**src/rtl/irw_pkg.sv**
```systemverilog
package irw_pkg;

  localparam logic [7:0] OFS_SELECT  = 8'h00;
  localparam logic [7:0] OFS_WINDOW  = 8'h10;
  localparam logic [7:0] SEL_IDENT   = 8'h00;
  localparam logic [7:0] SEL_VERSION = 8'h01;
  localparam logic [7:0] SEL_TBASE   = 8'h10;
  localparam logic [7:0] VEC_LOW     = 8'h10;
  localparam logic [7:0] VEC_HIGH    = 8'hFE;
  localparam int unsigned MASK_POS   = 16;

  typedef enum logic [1:0] {
    ACC_BYTE  = 2'd0,
    ACC_HALF  = 2'd1,
    ACC_WORD  = 2'd2,
    ACC_WORD3 = 2'd3
  } acc_size_e;

  // Lane mask for an access of the given width.
  function automatic logic [31:0] lane_mask(acc_size_e sz);
    case (sz)
      ACC_BYTE: return 32'h0000_00FF;
      ACC_HALF: return 32'h0000_FFFF;
      default:  return 32'hFFFF_FFFF;
    endcase
  endfunction

  // A low-half value may be stored when masked or carrying a usable vector.
  function automatic logic low_half_ok(logic [31:0] v);
    return v[MASK_POS] || ((v[7:0] >= VEC_LOW) && (v[7:0] <= VEC_HIGH));
  endfunction

  // Entry number reached by a selector at or above the table base.
  function automatic logic [6:0] sel_entry(logic [7:0] sel);
    logic [7:0] d;
    d = sel - SEL_TBASE;
    return d[7:1];
  endfunction

  function automatic logic sel_hits_table(logic [7:0] sel, int unsigned n);
    return (sel >= SEL_TBASE) && (32'(sel_entry(sel)) < n);
  endfunction

endpackage

```
**src/rtl/irw_decode.sv**
```systemverilog
module irw_decode
  import irw_pkg::*;
#(
  parameter int unsigned N_ENTRIES = 24
) (
  input  logic                 clk,
  input  logic                 rst,
  input  logic                 bus_valid,
  input  logic                 bus_write,
  input  acc_size_e            acc_size,
  input  logic [7:0]           ofs,
  input  logic [31:0]          wdata,
  input  logic [7:0]           sel,
  output logic [31:0]          wval,
  output logic                 sel_we,
  output logic                 id_we,
  output logic                 tbl_touch,
  output logic [N_ENTRIES-1:0] lo_we,
  output logic [N_ENTRIES-1:0] hi_we
);

  logic       wr_req;
  logic       win_wr;
  logic [6:0] idx;

  always_comb begin
    wval      = wdata & lane_mask(acc_size);
    wr_req    = bus_valid && bus_write;
    sel_we    = wr_req && (ofs == OFS_SELECT);
    win_wr    = wr_req && (ofs == OFS_WINDOW);
    id_we     = win_wr && (sel == SEL_IDENT);
    tbl_touch = win_wr && sel_hits_table(sel, N_ENTRIES);
    idx       = sel_entry(sel);
  end

  for (genvar k = 0; k < N_ENTRIES; k++) begin : g_we
    assign lo_we[k] = tbl_touch && (idx == 7'(k)) && !sel[0];
    assign hi_we[k] = tbl_touch && (idx == 7'(k)) &&  sel[0];
  end

  // a selector reaches at most one half of one entry
  p_single_half_r5: assert property (@(posedge clk) disable iff (rst)
    $onehot0({lo_we, hi_we}));

endmodule

```
**src/rtl/irw_entry.sv**
```systemverilog
module irw_entry
  import irw_pkg::*;
#(
  parameter logic [63:0] RESET_VAL = 64'h0000_0000_0001_0000
) (
  input  logic        clk,
  input  logic        rst,
  input  logic        lo_we,
  input  logic        hi_we,
  input  logic [31:0] wval,
  output logic [63:0] q
);

  logic lo_take;
  assign lo_take = lo_we && low_half_ok(wval);

  always_ff @(posedge clk) begin
    if (rst) begin
      q <= RESET_VAL;
    end else begin
      if (lo_take) q[31:0]  <= wval;
      if (hi_we)   q[63:32] <= wval;
    end
  end

  // an unmasked write with a vector outside the legal band is dropped
  p_drop_bad_vector_r6: assert property (@(posedge clk) disable iff (rst)
    (lo_we && !wval[MASK_POS] && ((wval[7:0] < VEC_LOW) || (wval[7:0] == 8'hFF)))
    |=> $stable(q));

  // high-half writes are stored as written
  p_high_store_r5: assert property (@(posedge clk) disable iff (rst)
    hi_we |=> (q[63:32] == $past(wval)));

endmodule

```
**src/rtl/irw_rdmux.sv**
```systemverilog
module irw_rdmux
  import irw_pkg::*;
#(
  parameter int unsigned N_ENTRIES = 24,
  parameter logic [7:0]  VERSION   = 8'h11
) (
  input  logic                   clk,
  input  logic                   rst,
  input  logic [7:0]             ofs,
  input  acc_size_e              acc_size,
  input  logic [7:0]             sel,
  input  logic [7:0]             ident,
  input  logic [N_ENTRIES*64-1:0] tbl,
  output logic [31:0]            rdata
);

  localparam logic [7:0]  TOP_IDX  = 8'(N_ENTRIES - 1);
  localparam logic [31:0] VER_WORD = {8'h00, TOP_IDX, 8'h00, VERSION};

  function automatic logic [31:0] window_word(logic [7:0] s, logic [7:0] id,
                                              logic [N_ENTRIES*64-1:0] t);
    logic [63:0] ent;
    if (s == SEL_IDENT)        return {id, 24'h0};
    if (s == SEL_VERSION)      return VER_WORD;
    if (!sel_hits_table(s, N_ENTRIES)) return 32'h0;
    ent = t[32'(sel_entry(s))*64 +: 64];
    return s[0] ? ent[63:32] : ent[31:0];
  endfunction

  logic [31:0] raw;

  always_comb begin
    if (ofs == OFS_SELECT)      raw = {24'h0, sel};
    else if (ofs == OFS_WINDOW) raw = window_word(sel, ident, tbl);
    else                        raw = 32'h0;
    rdata = raw & lane_mask(acc_size);
  end

  // the version register is constant at the window
  p_version_const_r4: assert property (@(posedge clk) disable iff (rst)
    (ofs == OFS_WINDOW && sel == SEL_VERSION && acc_size == ACC_WORD)
    |-> (rdata == VER_WORD));

endmodule

```
**src/rtl/irq_route_regs.sv**
```systemverilog
module irq_route_regs
  import irw_pkg::*;
#(
  parameter int unsigned N_ENTRIES = 24,
  parameter int unsigned ADDR_W    = 12,
  parameter logic [7:0]  ID_RESET  = 8'h00,
  parameter logic [7:0]  VERSION   = 8'h11
) (
  input  logic                    clk,
  input  logic                    rst,
  input  logic                    bus_valid,
  input  logic                    bus_write,
  input  logic [1:0]              bus_size,
  input  logic [ADDR_W-1:0]       bus_addr,
  input  logic [31:0]             bus_wdata,
  output logic [31:0]             bus_rdata,
  output logic [N_ENTRIES*64-1:0] tbl_o,
  output logic                    tbl_wr_o
);

  localparam logic [63:0] ENTRY_RST = 64'h1 << MASK_POS;

  logic [7:0]           ofs;
  logic                 unused_hi_addr;
  acc_size_e            acc_size;
  logic [31:0]          wval;
  logic                 sel_we, id_we, tbl_touch;
  logic [N_ENTRIES-1:0] lo_we, hi_we;
  logic [7:0]           sel_q;
  logic [7:0]           id_q;
  logic                 strobe_q;

  assign ofs            = bus_addr[7:0];
  assign unused_hi_addr = ^bus_addr;
  assign acc_size       = acc_size_e'(bus_size);

  irw_decode #(.N_ENTRIES(N_ENTRIES)) u_decode (
    .clk(clk), .rst(rst),
    .bus_valid(bus_valid), .bus_write(bus_write), .acc_size(acc_size),
    .ofs(ofs), .wdata(bus_wdata), .sel(sel_q),
    .wval(wval), .sel_we(sel_we), .id_we(id_we), .tbl_touch(tbl_touch),
    .lo_we(lo_we), .hi_we(hi_we)
  );

  for (genvar k = 0; k < N_ENTRIES; k++) begin : g_entry
    irw_entry #(.RESET_VAL(ENTRY_RST)) u_entry (
      .clk(clk), .rst(rst),
      .lo_we(lo_we[k]), .hi_we(hi_we[k]), .wval(wval),
      .q(tbl_o[k*64 +: 64])
    );
  end

  always_ff @(posedge clk) begin
    if (rst) begin
      sel_q    <= 8'h00;
      id_q     <= ID_RESET;
      strobe_q <= 1'b0;
    end else begin
      if (sel_we) sel_q <= wval[7:0];
      if (id_we)  id_q  <= wval[31:24];
      strobe_q <= tbl_touch;
    end
  end

  assign tbl_wr_o = strobe_q;

  irw_rdmux #(.N_ENTRIES(N_ENTRIES), .VERSION(VERSION)) u_rdmux (
    .clk(clk), .rst(rst),
    .ofs(ofs), .acc_size(acc_size), .sel(sel_q), .ident(id_q),
    .tbl(tbl_o), .rdata(bus_rdata)
  );

  // a selector write is visible on the next cycle
  p_sel_load_r2: assert property (@(posedge clk) disable iff (rst)
    (bus_valid && bus_write && ofs == OFS_SELECT)
    |=> (sel_q == $past(bus_wdata[7:0] & lane_mask(acc_size)[7:0])));

  // an attempted entry write raises the strobe for the following cycle
  p_strobe_after_touch_r8: assert property (@(posedge clk) disable iff (rst)
    tbl_touch |=> tbl_wr_o);

  // no strobe without an entry write
  p_strobe_quiet_r8: assert property (@(posedge clk) disable iff (rst)
    !tbl_touch |=> !tbl_wr_o);

endmodule

```
**config.mk**
```make
export PLATFORM = sky130hd
export DESIGN_NAME = irq_route_regs
export DESIGN_NICKNAME = d
export VERILOG_FILES = /design/src/rtl/irw_pkg.sv /design/src/rtl/irw_decode.sv /design/src/rtl/irw_entry.sv /design/src/rtl/irw_rdmux.sv /design/src/rtl/irq_route_regs.sv
export SDC_FILE = /design/constraint.sdc
export NUM_CORES = 2
export LEC_CHECK = 0
export CELL_PAD_IN_SITES_DETAIL_PLACEMENT = 0
export CELL_PAD_IN_SITES_GLOBAL_PLACEMENT = 1
export CORE_AREA = 2 2 627 629
export DETAILED_ROUTE_END_ITERATION = 10
export DIE_AREA = 0 0 629 631
export HOLD_SLACK_MARGIN = 0.08
export PLACE_DENSITY_LB_ADDON = 0.1
export SYNTH_ARGS = -nofsm -noshare
export SYNTH_HDL_FRONTEND = slang
export SYNTH_HIERARCHICAL = 1
export SYNTH_SLANG_ARGS = --single-unit
```
**constraint.sdc**
```tcl
create_clock -name clk -period 8.1 [get_ports clk]
set_input_delay 2.025 -clock clk [delete_from_list [all_inputs] [get_ports clk]]
set_output_delay 2.025 -clock clk [all_outputs]
set_load 0.1 [all_outputs]
```
==> summary.txt <==
Status: finished, violations left
Failing checks: capacitance limit, slew limit
Worst clock skew: 0.108 ns
DRT iter0 DRCs: 13.6k
Finished Cell Area: 127000 um2
Hold_buf cts: 0
Pleak: 41.4 nW
Crit path kind: in2out
CP bufs+invs: 2
Final net count: 11.1k
Synthesized area per cell: 9.76 um2
CP max FO: 4
Antenna violations before repair: 112
Number of flops mapped to enable cells by yosys: 0
Total gr overflow: 0
Post-cts resize count: 0
CP max-delay cell: o311ai_1
Syn Std Cell Area: 99100 um2
Clock buffer depth: 4
Worst hold path type: reg2reg
Setup Slack @ Placement: 0.549 ns
Vias in the first global route: 95.6k
YS warnings: 6
Final TNS setup: 0 ns
Simple-gate share of the synthesized area: 26.2%
Post-DP Area: 120000 um2
Register clock-pin slew on the reported worst setup and hold paths: 0.05 ns
Die width: 629 um
Vias: 105k
Clk root buf: clkbuf_16
Slew Viols, Final: 3
First-pass GRT wire length: 960000 um
Via density: 6.31
Final hold violations: 0
CTS Buf Count: 211
Core ar.: 391000 um2
HPWL Detailed: 514000 um
Internal power: 13.8 mW
Number of H-tree levels: 4
Max frequency: 131 MHz
Clk_lat worst skew: 1.00 ns
DRT Pass-1 Iters: 6
RSZ-0062 raised after global routing: no
DRC viols: 0
Largest net degree at the start of global routing: 168
VDD IR max: 0.000194 V
Crit. End Element: primary output
Crit path arrival time: 5.59 ns
Die area: 397000 um2
Routability congestion estimate: 0.898
WL final: 737000 um
Syn Inst Count: 10.2k
Final worst path period need: 7.61 ns
Sequential Power Share: 39.7%
Initial core utilization: 25.4%
Clock sink count: 1553
Area Growth Syn to Fin: 28.6%
CTS tree: done
Max transition margin: -3.45%
Most used DFF post-synth: dfxtp_1
Post-route non-filler standard cell count: 16.6k
Seq/Total Area, Yosys: 31.4%
Total of fill cells in the finished design: 39.7k
#FFs+latches synth: 1553
Power density cells: 151 nW/um2
Gate power share: 6.9%
FF+latch area: 31100 um2
Sw power: 5.44 mW
GRT Overall Usage: 35.1%
Layout cells sized above 1: 22.7%
Port buffer count: 1614
Avg WL per Cell: 44.5 um
Post-synth net total: 10.2k
Ports: 1619
Sw Share: 28.3%
Worst setup margin: 0.486 ns
Post-synthesis mux area share: 17.9%
Worst path required time: 6.08 ns
Worst slew pin tran: 1.51 ns
Synth Area in Compound Gates: 18.0%
Final setup vio count: 0
Row count: 230
Final Cycle Share: 94.0%
Slowest cell delay on critical path: 1.25 ns
Final Hold Slack: 0.505 ns
Clock share of power: 53.4%
Crit path cell chain: clkdlybuf4s50_1 > or4_4 > or4_1 > nor2_4 > nand2_1 > o311ai_1 > buf_12
Worst setup SP type: primary input
Postcts setup bufs: 0
Main combinational cell family by area after synthesis: simple AND/OR/NAND/NOR gates
Max-Cap Viols: 3
Fraction of registers with async set/reset: 0%
Cell count after placement: 16.1k
Xor/xnor cell area share of the yosys netlist: 0%
ANT nets after route: 0
Adder-Cell Fraction of Synth Area: 0.0505%
Die Span Y: 631 um
Area of the multi-input gates: 62400 um2
CP delay by family, top: simple AND/OR/NAND/NOR gates
Synth cell types: 78
-- layout make-up --
| class | count | area share [%] |
|---|---|---|
| Timing Repair Buffer | 2038 | 15.5 |
| Sequential cell | 1553 | 24.4 |
| Clock buffer | 315 | 4.97 |
| Multi-Input combinational cell | 7250 | 49.0 |
| Inverter | 36 | 0.112 |
| Tap cell | 5220 | 5.12 |
| Antenna cell | 84 | 0.165 |
| Clock inverter | 71 | 0.748 |
-- path summary, 6_finish.rpt --
path	start	end	slack, ns	cells after the start
setup / recovery	bus_addr[1]	bus_rdata[29]	0.49	7
hold reg to reg	id_q[3]$_SDFFE_PP0P_	id_q[3]$_SDFFE_PP0P_	0.50	2
hold / removal	id_q[3]$_SDFFE_PP0P_	id_q[3]$_SDFFE_PP0P_	0.50	2
setup reg to reg	sel_q[2]$_SDFFE_PP0P_	g_entry[10].u_entry/q[21]$_SDFFE_PP0P_	3.16	6
-- cell usage after synthesis, drive strengths merged, types with 4 or more instances --
cell type  instances  area share, %
a41oi              4          0.035
or4               28           0.22
a2111oi            6          0.072
ha                 4          0.051
a32oi              5          0.044
mux2i            902            9.1
mux2              14           0.16
nor3              54           0.28
a21oi             40           0.20
a211o             27           0.24
and3             748            4.7
nand3b             5          0.038
a221o             29           0.29
mux4             380            8.6
inv               35           0.13
o211ai             7          0.053
o21ai             25           0.13
a221oi           746            6.6
nand3            672            5.8
or3                9          0.057
o221ai           768            9.7
and4              48           0.42
nor2             834            3.2
nand2            165           0.62
a31oi              8          0.057
dfxtp           1553             31
nand2b             4          0.025
and2b            192            1.5
nor4              30           0.35
nand4            757            4.8
a211oi            20           0.15
a22oi              9          0.068
nor2b            601            3.8
o2111ai            4          0.035
o22ai             19           0.12
and2              49           0.31
buf              558            3.5
clkbuf           761            2.9
-- power groups by stage --
stage	Sequential (mW)	Clock (mW)	Combinational (mW)
after floorplan	7.81	0	0.600
after global placement	7.81	0	1.28
after detailed placement	7.81	0	1.29
after CTS	7.64	10.4	1.30
after global routing	7.63	10.7	1.32
final	7.64	10.3	1.33
-- cells in the final DEF (no fill, tap or decap), types with 480 or more instances in the layout --
cell and n:
mux2i_1 899, nor2b_1 568, nand3_2 480, a221oi_1 746, buf_4 591, nand4_1 757, dfxtp_1 1548, nor2_1 807
clkdlybuf4s50_1 1360, and3_1 748
-- registers in the layout, indices dropped and copies added (netlist names) --
register,cells
sel_q,8
tbl_wr_o,1
id_q,8
g_entry.u_entry/q,1536
-- stage by stage --
stage,power [mW],utilization (%)
6_report,19.3,32.6
5_1_grt,19.6,32.6
4_1_cts,19.4,32.6
3_5_place_dp,9.10,30.7
3_3_place_gp,9.09,30.7
2_1_floorplan,8.41,-
-- cells by family (layout without fill, tap and decap cells) --
family / after synthesis / in the layout
multiplexers: 1296 / 1296
flip-flops: 1553 / 1553
AND/OR/NAND/NOR: 4210 / 4210
AO/OA/AOI/OAI: 1740 / 1740
adder cells (fa/ha/maj): 4 / 4
other: 0 / 84
buffers and inverters: 1355 / 2460
-- per-layer routing --
| metal | share of wire, % | wire length, um | GRT usage, % | vias to the layer above |
|---|---|---|---|---|
| li1 | - | - | - | 42000 |
| met1 | 39 | 288000 | 43.5 | 55000 |
| met2 | 44 | 327000 | 54.6 | 6264 |
| met3 | 8.6 | 63400 | 8.09 | 1185 |
| met4 | 7.8 | 57800 | 23.0 | 34 |
| met5 | 0.033 | 241 | 0 | - |
-- worst reg2reg max path, delay by kind of cell (launching register included) --
kind            cells  cell delay [ns]
compound gates      1             0.22
flops               1             0.73
simple gates        4             3.38
buf+inv             1             0.47
Power figures use the tool's default switching activity.
